===== config.mk =====
export PLATFORM = sky130hd
export DESIGN_NAME = bus_cycle_seq
export DESIGN_NICKNAME = d
export VERILOG_FILES = /design/src/rtl/bus_seq_pkg.sv /design/src/rtl/bus_size_sampler.sv /design/src/rtl/lane_split.sv /design/src/rtl/seq_core.sv /design/src/rtl/bus_cycle_seq.sv
export SDC_FILE = /design/constraint.sdc
export NUM_CORES = 1
export LEC_CHECK = 0
export ABC_CLOCK_PERIOD_IN_PS = 2200
export BUFFER_PORTS_ARGS = -buffer_cell sky130_fd_sc_hd__clkbuf_2
export CORE_AREA = 2 2 125 66
export CTS_BUF_LIST = sky130_fd_sc_hd__clkbuf_2
export CTS_CLUSTER_SIZE = 24
export DETAILED_ROUTE_END_ITERATION = 12
export DIE_AREA = 0 0 127 68
export SYNTH_ARGS = -nofsm -noshare
export SYNTH_HDL_FRONTEND = slang
export SYNTH_HIERARCHICAL = 1
export SYNTH_SLANG_ARGS = --single-unit
export TNS_END_PERCENT = 30

===== constraint.sdc =====
create_clock -name clk -period 2.2 [get_ports clk]
set_input_delay 0.33 -clock clk [delete_from_list [all_inputs] [get_ports clk]]
set_output_delay 0.33 -clock clk [all_outputs]
set_load 0.05 [all_outputs]

===== src/rtl/bus_seq_pkg.sv =====
package bus_seq_pkg;

    localparam int BUS_LANES = 4;

    typedef enum logic [2:0] {
        CYC_INTA    = 3'b000,
        CYC_SPECIAL = 3'b001,
        CYC_IO_RD   = 3'b010,
        CYC_IO_WR   = 3'b011,
        CYC_CODE_RD = 3'b100,
        CYC_RSVD    = 3'b101,
        CYC_MEM_RD  = 3'b110,
        CYC_MEM_WR  = 3'b111
    } cyc_kind_e;

    typedef enum logic [1:0] {
        WID_32 = 2'd0,
        WID_16 = 2'd1,
        WID_8  = 2'd2
    } bus_width_e;

    typedef enum logic [1:0] {
        ST_IDLE = 2'd0,
        ST_ADDR = 2'd1,
        ST_DATA = 2'd2
    } seq_state_e;

    typedef struct packed {
        cyc_kind_e              kind;
        logic [BUS_LANES-1:0]   bytes;
        logic                   burst;
    } cyc_info_t;

    // 8-bit sizing wins over 16-bit when both are reported
    function automatic bus_width_e decode_width(logic n8, logic n16);
        if (!n8)       return WID_8;
        else if (!n16) return WID_16;
        else           return WID_32;
    endfunction

    // lanes transferred by one completion at the given width
    function automatic logic [BUS_LANES-1:0] lanes_moved(
        logic [BUS_LANES-1:0] pend, bus_width_e wid);
        logic [BUS_LANES-1:0] res;
        case (wid)
            WID_16:  res = (pend[1:0] != 2'b00) ? (pend & 4'b0011)
                                                : (pend & 4'b1100);
            WID_8:   res = pend & (~pend + 4'd1);
            default: res = pend;
        endcase
        return res;
    endfunction

endpackage


===== src/rtl/bus_size_sampler.sv =====
module bus_size_sampler
    import bus_seq_pkg::*;
(
    input  logic       clk,
    input  logic       rst,
    input  logic       narrow8_n,
    input  logic       narrow16_n,
    output bus_width_e width_q
);
    always_ff @(posedge clk) begin
        if (rst) width_q <= WID_32;
        else     width_q <= decode_width(narrow8_n, narrow16_n);
    end
endmodule


===== src/rtl/lane_split.sv =====
module lane_split
    import bus_seq_pkg::*;
(
    input  logic [BUS_LANES-1:0] pend,
    input  bus_width_e           width,
    input  logic                 special,
    output logic [BUS_LANES-1:0] left
);
    always_comb begin
        if (special) left = '0;
        else         left = pend & ~lanes_moved(pend, width);
    end
endmodule


===== src/rtl/seq_core.sv =====
module seq_core
    import bus_seq_pkg::*;
#(
    parameter int ADDR_W      = 32,
    parameter int BURST_BEATS = 4
) (
    input  logic                 clk,
    input  logic                 rst,
    input  logic                 req_valid,
    input  logic [ADDR_W-3:0]    req_addr,
    input  logic [2:0]           req_kind,
    input  logic [BUS_LANES-1:0] req_bytes,
    input  logic                 req_burst,
    input  logic                 single_rdy_n,
    input  logic                 burst_rdy_n,
    input  logic [BUS_LANES-1:0] left_i,
    output seq_state_e           state_o,
    output cyc_info_t            info_o,
    output logic [ADDR_W-3:0]    addr_q,
    output logic                 beat_last,
    output logic                 done_o
);
    localparam int BEAT_W = (BURST_BEATS > 1) ? $clog2(BURST_BEATS) : 1;
    localparam logic [BEAT_W-1:0] LAST_BEAT = BEAT_W'(BURST_BEATS - 1);

    seq_state_e        state_q;
    cyc_info_t         info_q;
    logic [BEAT_W-1:0] beat_q;
    logic              rdy_s, rdy_b;

    assign rdy_s     = !single_rdy_n;
    assign rdy_b     = !burst_rdy_n;
    assign beat_last = (beat_q == LAST_BEAT);
    assign state_o   = state_q;
    assign info_o    = info_q;

    always_ff @(posedge clk) begin
        if (rst) begin
            state_q <= ST_IDLE;
            info_q  <= '{kind: CYC_INTA, bytes: '0, burst: 1'b0};
            addr_q  <= '0;
            beat_q  <= '0;
            done_o  <= 1'b0;
        end else begin
            done_o <= 1'b0;
            case (state_q)
                ST_IDLE: begin
                    if (req_valid) begin
                        info_q.kind  <= cyc_kind_e'(req_kind);
                        info_q.bytes <= req_burst ? '1 : req_bytes;
                        info_q.burst <= req_burst;
                        addr_q       <= req_addr;
                        beat_q       <= '0;
                        state_q      <= ST_ADDR;
                    end
                end
                ST_ADDR: state_q <= ST_DATA;
                ST_DATA: begin
                    if (info_q.burst) begin
                        if (rdy_s || (rdy_b && beat_last)) begin
                            done_o  <= 1'b1;
                            state_q <= ST_IDLE;
                        end else if (rdy_b) begin
                            beat_q <= beat_q + 1'b1;
                        end
                    end else if (rdy_s || rdy_b) begin
                        info_q.bytes <= left_i;
                        if (left_i == '0) begin
                            done_o  <= 1'b1;
                            state_q <= ST_IDLE;
                        end else begin
                            state_q <= ST_ADDR;
                        end
                    end
                end
                default: state_q <= ST_IDLE;
            endcase
        end
    end
endmodule


===== src/rtl/bus_cycle_seq.sv =====
module bus_cycle_seq
    import bus_seq_pkg::*;
#(
    parameter int ADDR_W      = 32,
    parameter int BURST_BEATS = 4
) (
    input  logic              clk,
    input  logic              rst,
    input  logic              req_valid,
    output logic              req_ready,
    input  logic [ADDR_W-3:0] req_addr,
    input  logic [2:0]        req_kind,
    input  logic [3:0]        req_bytes,
    input  logic              req_burst,
    output logic              strobe_n,
    output logic [ADDR_W-3:0] addr,
    output logic              def_mem,
    output logic              def_data,
    output logic              def_write,
    output logic [3:0]        lane_en_n,
    output logic              last_n,
    input  logic              single_rdy_n,
    input  logic              burst_rdy_n,
    input  logic              narrow8_n,
    input  logic              narrow16_n,
    output logic              txn_done
);
    seq_state_e           state;
    cyc_info_t            info;
    logic [ADDR_W-3:0]    addr_q;
    logic                 beat_last;
    bus_width_e           width;
    logic [BUS_LANES-1:0] left;
    logic                 active, special;

    bus_size_sampler u_size (
        .clk        (clk),
        .rst        (rst),
        .narrow8_n  (narrow8_n),
        .narrow16_n (narrow16_n),
        .width_q    (width)
    );

    lane_split u_split (
        .pend    (info.bytes),
        .width   (width),
        .special (special),
        .left    (left)
    );

    seq_core #(.ADDR_W(ADDR_W), .BURST_BEATS(BURST_BEATS)) u_core (
        .clk          (clk),
        .rst          (rst),
        .req_valid    (req_valid),
        .req_addr     (req_addr),
        .req_kind     (req_kind),
        .req_bytes    (req_bytes),
        .req_burst    (req_burst),
        .single_rdy_n (single_rdy_n),
        .burst_rdy_n  (burst_rdy_n),
        .left_i       (left),
        .state_o      (state),
        .info_o       (info),
        .addr_q       (addr_q),
        .beat_last    (beat_last),
        .done_o       (txn_done)
    );

    assign active    = (state != ST_IDLE);
    assign special   = (info.kind == CYC_SPECIAL);
    assign req_ready = !active;
    assign strobe_n  = !(state == ST_ADDR);
    assign addr      = (active && !special) ? addr_q : '0;
    assign {def_mem, def_data, def_write} = active ? info.kind : 3'b000;
    assign lane_en_n = active ? ~info.bytes : 4'hF;
    assign last_n    = !(active && (!info.burst || beat_last));
endmodule


# Word level (Yosys, flattened, before mapping)
# Cells that the tools add are included.
[word_totals]
register_bits = 45
word_cells = 84
in_bits = 45
output_inout_bits = 41
[op_classes]
n_bitwise = 6
addsub = 2
n_mux = 29
reduce_logical = 24
n_eq_ne = 14
[ops]
columns = ["operator", "count"]
rows = [
  ["$mux 30", 1],
  ["$mux 4", 7],
  ["$mux 2", 9],
  ["$pmux 4 s2", 2],
  ["$and 4x4->4", 2],
  ["$ne 2x2->1 const B", 4],
  ["$not 4->4", 2],
  ["$logic_not 1->1", 7],
  ["$eq 2x2->1 const B", 3],
  ["$mux 1", 6],
  ["$pmux 2 s3", 1],
  ["$reduce_bool 2->1", 3],
  ["$mux 5", 1],
  ["$reduce_and 5->1", 1],
  ["$add 4x1->4 const B", 1],
  ["$eq 2x1->1 const B", 2],
  ["$logic_not 4->1", 1],
  ["$ne 2x1->1 const B", 2],
  ["$pmux 2 s2", 1],
  ["$reduce_and 4->1", 1],
  ["$reduce_or 2->1", 2],
  ["$eq 3x1->1 const B", 1],
  ["$logic_and 1x1->1", 3],
  ["$logic_or 1x1->1", 3],
  ["other kinds (8)", 9],
]

# Longest topological paths before layout
# Gate-level depths: netlist of run 1.
[logic_depth]
word_depth = 13
mapped_depth = 8
depth_no_buf = 7

# Cells and area by module
# Netlist of run 1, hierarchy kept.
[by_module_without_submodules]
columns = ["mod", "n_inst", "cells_each", "area_per_inst_um2", "seq_area_each_um2"]
rows = [
  ["seq_core", 1, 206, 1711.6, 860.8],
  ["bus_cycle_seq", 1, 51, 315.3, 0.0],
  ["lane_split", 1, 14, 115.1, 0.0],
  ["bus_size_sampler", 1, 4, 56.3, 40.0],
]

# Worst setup path before layout of run 1
# OpenSTA, ideal clock, no wires.
[synth_timing]
path_type = "reg-to-output"
startpoint = "register u_core.beat_q[0]"
endpoint = "output last_n"
required_ps = 1870
arrival_time_ps = 1602
path_buffers = 0
path_stages_with_launch = 3
slack_ps = 268
path_cell_list = "dfxtp_1 ha_1 o21ai_0"
[synth_via]
elab_chain_cells = 4
[synth_rtl]
columns = ["item", "line", "rtl"]
rows = [
  ["start: declaration", "seq_core.sv:28", "logic [BEAT_W-1:0] beat_q;"],
  ["start signal: assignment", "seq_core.sv:64", "beat_q <= beat_q + 1'b1;"],
  ["$eq 2x2->1", "seq_core.sv:33", "assign beat_last = (beat_q == LAST_BEAT);"],
  ["via beat_last", "bus_cycle_seq.sv:31", "logic beat_last;"],
  ["$logic_or 1x1->1", "bus_cycle_seq.sv:76", "assign last_n = !(active && (!info.burst || beat_last));"],
  ["$logic_and 1x1->1", "bus_cycle_seq.sv:76", ""],
  ["$logic_not 1->1", "bus_cycle_seq.sv:76", ""],
  ["end: declaration", "bus_cycle_seq.sv:21", "output logic last_n,"],
]
# The timed path passes the listed nets, and every way through them passes these cells.

# Worst setup path after layout of run 1
[layout_timing]
startpoint = "register u_core.info_q, in the netlist u_core/info_o[6]"
endpoint = "output addr[8]"
[layout_via]
elab_chain_cells = 4
[layout_rtl]
columns = ["item", "line", "rtl"]
rows = [
  ["start: declaration", "seq_core.sv:27", "cyc_info_t info_q;"],
  ["start signal: assignment", "seq_core.sv:40", "info_q <= '{kind: CYC_INTA, bytes: '0, burst: 1'b0};"],
  ["$eq 3x1->1", "bus_cycle_seq.sv:70", "assign special = (info.kind == CYC_SPECIAL);"],
  ["$logic_not 1->1", "bus_cycle_seq.sv:73", "assign addr = (active && !special) ? addr_q : '0;"],
  ["$logic_and 1x1->1", "bus_cycle_seq.sv:73", ""],
  ["$mux 30", "bus_cycle_seq.sv:73", ""],
  ["end: declaration", "bus_cycle_seq.sv:16", "output logic [ADDR_W-3:0] addr,"],
]
# No other way between the ends.

==> results of run 1 <==
worst max path at each step:
stage	startpoint	to	slack (ns)	cells past startpoint
after floorplan	u_core/beat_q[0]	last_n	0.27	2
after global placement	u_size/width_q[0]	u_core/state_o[0]	0.39	7
after detailed placement	u_size/width_q[0]	u_core/state_o[0]	0.29	7
after CTS	u_core/info_o[6]	addr[29]	0.02	4
after global routing	u_core/info_o[6]	addr[25]	0.00003	4
final	u_core/info_o[6]	addr[8]	0.11	4
metal layers:
layer,vias up,wire length [um],global-route usage
met3,2,601,0.0688
met5,-,0,0
met2,75,2490,0.210
met1,973,3100,0.192
met4,0,17,0.0288
li1,1096,-,-
sequential cells by signal, summed over array words and instances, names as in the netlist:
name	count
u_core/addr_q	30
u_core/info_o	8
u_core/beat_q	2
u_core/state_o	2
u_size/width_q	2
u_core/done_o	1
kinds of logic after synthesis:
group,Yosys count
AO/OA/AOI/OAI,57
adder cells (fa/ha/maj),3
flip-flops,45
multiplexers,7
AND/OR/NAND/NOR,134
buffers and inverters,29
final cells by class:
class                           instances  area, sq um
Tap cell                              100          125
Multi-Input combinational cell        201         1150
Sequential cell                        45          903
Fill cell                             827         4730
Clock buffer                            8         40.0
Timing Repair Buffer                   96          673
Inverter                                7         26.3
layout by cell type (no fill, tap or decap), types with 5 or more instances in the layout:
cell type and count:
nor2b_1 6, and3_1 29, buf_12 6, dfxtp_1 43, mux2i_1 6, a21oi_1 36, clkbuf_4 5, nand2_1 73
inv_1 7, clkbuf_2 61, a211oi_1 5, buf_4 27
report_power, final:
group,switching [mW],internal [mW]
sequential,0.0313,0.870
clock,0.256,0.0937
combinational,0.286,0.167
total,0.573,1.13
repair_timing:
item / 4_1_cts / 5_1_grt
buffers inserted: 0 / 1
endpoints found under the setup margin: 28 / 30
endpoints found under the hold margin: 0 / 2
gates resized for setup: 26 / 33
cloned: 0 / 0
hold buffers: 0 / 2
worst reg2reg max path, stage by stage, from the launching register on:
cell and delay [ns]:
dfxtp_1 0.38, inv_1 0.05, ha_1 0.30, or3_4 0.35, nor3b_2 0.22, nor4_1 0.12, a2111o_1 0.35, a21oi_1 0.15
==> impl_metrics.env, run 1 <==
export IMPL_synth_compound_area_frac=0.161
export IMPL_rows=23
export IMPL_drive_gt1_frac=0.319
export IMPL_p_leak_nw=1.41
export IMPL_hold_ws_ns=0.110
export IMPL_hold_path_cell_count=3
export IMPL_min_to="u_core/addr_q[28]"
export IMPL_antenna_cells=0
export IMPL_crit_family="simple AND/OR/NAND/NOR gates"
export IMPL_yosysMostFrequentCell="nand2_1"
export IMPL_status="finished, final reports clean"
export IMPL_grt_usage=0.143
export IMPL_grt_pass1_vias=1922
export IMPL_synth_cell_types=38
export IMPL_power_density_nw_per_um2=584
export IMPL_power_mw=1.70
export IMPL_finalInstanceArea_sq_um=2920
export IMPL_fin_ws_ns=0.107
export IMPL_yosys_area_top_type="dfxtp_1"
export IMPL_synth_seq_cells=45
export IMPL_htree_num_levels=2
export IMPL_r2r_start="u_size/width_q[0]"
export IMPL_detail_route_vias_per_cell=4.70
export IMPL_fin_cells=457
export IMPL_yosys_area_share_simple=0.312
export IMPL_wire_per_inst_um=13.6
export IMPL_ir_worst_vdd_mv=0.294
export IMPL_finalHoldViolations=0
export IMPL_synth_xor_area_frac=0
export IMPL_syn_area_per_cell_sq_um=7.99
export IMPL_core_sq_um=7650
export IMPL_reg2reg_depth=7
export IMPL_setup_viol=0
export IMPL_cts_max_path_buffers=2
export IMPL_synth_edff_count=0
export IMPL_gr_total_overflow=0
export IMPL_netlist_instances=275
export IMPL_slew_headroom=0.601
export IMPL_initial_utilization=0.287
export IMPL_synth_top_cell_area_share=0.410
export IMPL_num_vias=2146
export IMPL_ys_warnings_count=6
export IMPL_dp_cells=446
export IMPL_place_ws_ns=0.287
export IMPL_clkTransAtPathRegs_ns=0.22
export IMPL_ant_nets=0
export IMPL_gp_congestion=0.759
export IMPL_syn_num_nets=323
export IMPL_crit_type="reg2out"
export IMPL_slowest_stage="or3b_4"
export IMPL_synthMuxAreaShare=0.0324
export IMPL_dpl_cell_area_sq_um=2760
export IMPL_synthTopCellsByArea="dfxtp_1 (41%), nand2_1 (12%), and3_1 (8.3%)"
export IMPL_worst_path_largest_cell_delay_ns=0.42
export IMPL_hold_path_class="in2reg"
export IMPL_required_ns=1.87
export IMPL_cts_tree="done"
export IMPL_fin_nets=404
export IMPL_path_cells="or3b_4, buf_12, and3_1, clkbuf_4"
export IMPL_drc=0
export IMPL_fin_crit_sh=0.951
export IMPL_end_kind="output pin"
export IMPL_cts_sinks=45
export IMPL_antenna_found_initial=0
export IMPL_syn_cell_area_sq_um=2200
export IMPL_fmaxAchievable_ghz=0.478
export IMPL_cap_viol_max_count=0
export IMPL_synth_fa_ha_area_frac=0.0171
export IMPL_syn_to_final_growth_pct=32.8
export IMPL_r2r_end="u_core/state_o[0]"
export IMPL_cp_arrival_ns=1.76
export IMPL_cts_root_buf="clkbuf_2"
export IMPL_synth_top_family_by_area="simple AND/OR/NAND/NOR gates"
export IMPL_synth_sequential_area_ratio=0.410
export IMPL_clk_latency_ns=0.40
export IMPL_min_period_ns=2.09
export IMPL_grt_pass1_wl_mm=9.58
export IMPL_dr_pass1_iters=4
export IMPL_drtIter0Drc=99
export IMPL_ios=86
export IMPL_drt_total_wl_mm=6.21
export IMPL_grt_max_degree=39
export IMPL_final_core_util=0.381
export IMPL_startpoint_type="flop"
export IMPL_async_flop_share=0
export IMPL_rsz0062_at_grt="false"
export IMPL_critPathBufInv=2
export IMPL_worst_slew_pin_slew_ns=0.599
export IMPL_tns_ns=0
export IMPL_ys_flop_type="dfxtp_1"
export IMPL_cts_inserted_buffers=5
export IMPL_finalClockSkew_ns=0.0202
export IMPL_die_area_sq_um=8640
export IMPL_rrSetupSlack_ns=0.22
export IMPL_min_delay_start="req_addr[28]"
export IMPL_crit_fanout=30
export IMPL_synth_commonest_cells="nand2_1 (73), dfxtp_1 (45), a21oi_1 (36), and3_1 (29), buf_2 (9)"
export IMPL_port_buffers=85
export IMPL_drv_slew=0
export IMPL_die_width_um=127
export IMPL_die_y_um=68
export IMPL_dpl_hpwl_mm=4.40
No activity file was read; power rests on OpenSTA's default activity.
==> inputs of run 2 (changes only) <==
--- a/config.mk
+++ b/config.mk
@@ -5,15 +5,15 @@
 export SDC_FILE = /design/constraint.sdc
 export NUM_CORES = 1
 export LEC_CHECK = 0
-export ABC_CLOCK_PERIOD_IN_PS = 2200
+export ABC_CLOCK_PERIOD_IN_PS = 2000
 export BUFFER_PORTS_ARGS = -buffer_cell sky130_fd_sc_hd__clkbuf_2
 export CORE_AREA = 2 2 125 66
 export CTS_BUF_LIST = sky130_fd_sc_hd__clkbuf_2
 export CTS_CLUSTER_SIZE = 24
 export DETAILED_ROUTE_END_ITERATION = 12
 export DIE_AREA = 0 0 127 68
+export PLACE_DENSITY_LB_ADDON = 0.08
 export SYNTH_ARGS = -nofsm -noshare
 export SYNTH_HDL_FRONTEND = slang
-export SYNTH_HIERARCHICAL = 1
 export SYNTH_SLANG_ARGS = --single-unit
 export TNS_END_PERCENT = 30
==> constraint.sdc (replaced) <==
create_clock -name clk -period 2 [get_ports clk]
set_input_delay 0.3 -clock clk [delete_from_list [all_inputs] [get_ports clk]]
set_output_delay 0.3 -clock clk [all_outputs]
set_load 0.05 [all_outputs]
==> run 2 against run 1 <==
Sequential power increased by 10%. Clock skew about the same. Register-to-register slack improved by 0.07 ns. Final cell count increased by 1.8%. Non-clock buffer count increased by 9. Sequential share of layout area decreased by 3.0 points. Core utilization increased by 4.6 points. Area after synthesis increased by 0.11%. Largest cell class unchanged. Largest power group unchanged.
==> impl_metrics.env, run 2 <==
export IMPL_status="finished, final reports clean"
export IMPL_final_cell_mix="nand2_1 (73), clkbuf_2 (55), dfxtp_1 (40)"
export IMPL_synth_top_cell_area_share=0.409
export IMPL_grt_pass1_wl_mm=9.45
export IMPL_reg2reg_depth=6
export IMPL_r2r_start="u_core.state_o[1]"
export IMPL_ir_worst_vdd_mv=0.254
export IMPL_gr_total_overflow=0
export IMPL_critPathBufInv=3
export IMPL_wire_per_inst_um=13.1
export IMPL_netlist_instances=270
export IMPL_cts_inserted_buffers=5
export IMPL_dpl_hpwl_mm=4.37
export IMPL_regMostFlops="u_core.addr_q"
export IMPL_syn_to_final_growth_pct=48.6
export IMPL_place_ws_ns=0.186
export IMPL_antenna_cells=0
export IMPL_ys_warnings_count=0
export IMPL_die_width_um=127
export IMPL_die_area_sq_um=8640
export IMPL_grt_max_degree=31
export IMPL_cp_arrival_ns=1.69
export IMPL_synth_seq_cells=45
export IMPL_antenna_found_initial=0
export IMPL_syn_cell_area_sq_um=2200
export IMPL_synth_commonest_cells="nand2_1 (73), dfxtp_1 (45), and2_1 (33), a21oi_2 (23), a21oi_1 (16)"
export IMPL_slowest_stage="dfxtp_2"
export IMPL_fin_crit_sh=0.993
export IMPL_r2r_end="u_core.info_o[3]"
export IMPL_synthTopCellsByArea="dfxtp_1 (41%), nand2_1 (12%), and2_1 (9.4%)"
export IMPL_p_leak_nw=1.37
export IMPL_rows=23
export IMPL_largest_reg_flops=30
export IMPL_grt_pass1_vias=1868
export IMPL_startpoint_type="flop"
export IMPL_layout_commonest_cell="nand2_1"
export IMPL_ant_nets=0
export IMPL_startpoint="u_core.info_o[5]"
export IMPL_clk_latency_ns=0.44
export IMPL_drv_slew=0
export IMPL_power_density_nw_per_um2=626
export IMPL_synth_cell_types=39
export IMPL_end_kind="output pin"
export IMPL_min_delay_start="req_addr[7]"
export IMPL_finalClockSkew_ns=0.0199
export IMPL_fin_nets=413
export IMPL_cts_sinks=45
export IMPL_crit_fanout=20
export IMPL_cts_tree="done"
export IMPL_drtIter0Drc=107
export IMPL_syn_area_per_cell_sq_um=8.15
export IMPL_grt_usage=0.142
export IMPL_fin_ws_ns=0.0145
export IMPL_dr_pass1_iters=4
export IMPL_syn_num_nets=318
export IMPL_crit_family="buffers and inverters"
export IMPL_crit_type="reg2out"
export IMPL_ys_flop_type="dfxtp_1"
export IMPL_rrSetupSlack_ns=0.29
export IMPL_path_cells="nor3b_2, buf_4, nor2_4, buf_12, and2_1, buf_8"
export IMPL_initial_utilization=0.288
export IMPL_port_buffers=85
export IMPL_drt_total_wl_mm=6.07
export IMPL_num_vias=2018
export IMPL_gp_congestion=0.795
export IMPL_detail_route_vias_per_cell=4.34
export IMPL_slew_headroom=0.676
export IMPL_clkTransAtPathRegs_ns=0.24
export IMPL_finalHoldViolations=0
export IMPL_finalInstanceArea_sq_um=3270
export IMPL_async_flop_share=0
export IMPL_dpl_cell_area_sq_um=2710
export IMPL_drc=0
export IMPL_hold_path_class="in2reg"
export IMPL_worst_slew_pin_slew_ns=0.487
export IMPL_cap_viol_max_count=0
export IMPL_synth_edff_count=0
export IMPL_drive_gt1_frac=0.441
export IMPL_core_sq_um=7650
export IMPL_yosysMostFrequentCell="nand2_1"
export IMPL_ios=86
export IMPL_cts_max_path_buffers=2
export IMPL_yosys_area_top_type="dfxtp_1"
export IMPL_cts_root_buf="clkbuf_2"
export IMPL_min_to="u_core.addr_q[7]"
export IMPL_htree_num_levels=2
export IMPL_worst_path_largest_cell_delay_ns=0.38
export IMPL_min_period_ns=1.99
export IMPL_rsz0062_at_grt="true"
export IMPL_setup_viol=0
export IMPL_fmaxAchievable_ghz=0.504
export IMPL_hold_path_cell_count=3
export IMPL_die_y_um=68
export IMPL_synth_sequential_area_ratio=0.409
export IMPL_required_ns=1.70
-- run 2: how the worst max path moves through the flow --
| stage | end | slack [ns] | cells after the start |
|---|---|---|---|
| 4_1_cts | addr[4] | -0.06 | 6 |
| 3_3_place_gp | addr[24] | 0.20 | 6 |
| 6_report | addr[27] | 0.01 | 6 |
| 3_5_place_dp | addr[24] | 0.19 | 6 |
| 5_1_grt | addr[14] | -0.12 | 6 |
| 2_1_floorplan | addr[0] | 0.18 | 6 |
-- run 2: per-stage QoR --
stage          TNS, ns   util  power, mW  hold WS, ns  std cells
6_report             0  0.427       2.05       0.0512        465
5_1_grt          -2.77  0.427       2.17     0.000461        465
3_5_place_dp         0  0.354       1.47        0.443        447
4_1_cts         -0.987  0.410       2.05      0.00338        460
3_3_place_gp         0  0.354       1.48        0.439        447
2_1_floorplan        0      -       1.35        0.372        270
-- run 2: cell type report --
class	count	area (sq um)
Fill cell	806	4380
Multi-Input combinational cell	204	1200
Timing Repair Buffer	105	952
Sequential cell	45	912
Tap cell	100	125
Clock inverter	2	35.0
Clock buffer	5	25.0
Inverter	4	20.0
-- run 2: report_power, final --
part	leakage, nW	switching (mW)	internal (mW)	total [mW]
clock	0.0388	0.307	0.203	0.509
sequential	0.372	0.0368	0.955	0.992
combinational	0.960	0.321	0.225	0.547
-- run 2: layer usage --
| layer | global-route usage | up-vias | wire, um |
|---|---|---|---|
| met4 | 0.0412 | 0 | 60 |
| li1 | - | 1068 | - |
| met2 | 0.190 | 56 | 2220 |
| met1 | 0.212 | 886 | 3420 |
| met5 | 0 | - | 0 |
| met3 | 0.0469 | 8 | 373 |
-- run 2: cell families (layout without fill, tap and decap cells) --
| group | after synthesis | after routing | share of synthesized area |
|---|---|---|---|
| flip-flops | 45 | 45 | 0.409 |
| adder cells (fa/ha/maj) | 3 | 3 | 0.0171 |
| multiplexers | 2 | 2 | 0.00966 |
| AO/OA/AOI/OAI | 54 | 54 | 0.177 |
| buffers and inverters | 21 | 116 | 0.0711 |
| AND/OR/NAND/NOR | 145 | 145 | 0.316 |
-- run 2: timing repair --
action / 4_1_cts / 5_1_grt
endpoints found under the hold margin: 3 / 5
pin swaps: 1 / 7
endpoints found under the setup margin: 38 / 35
buffers inserted: 3 / 0
hold buffers: 3 / 5
gates resized for setup: 74 / 50
-- run 2: tightest hold or removal path: cells and delay by family --
| family | cells | cell delay (ns) |
|---|---|---|
| simple gates | 1 | 0.05 |
| buf+inv | 1 | 0.09 |
| compound gates | 1 | 0.04 |
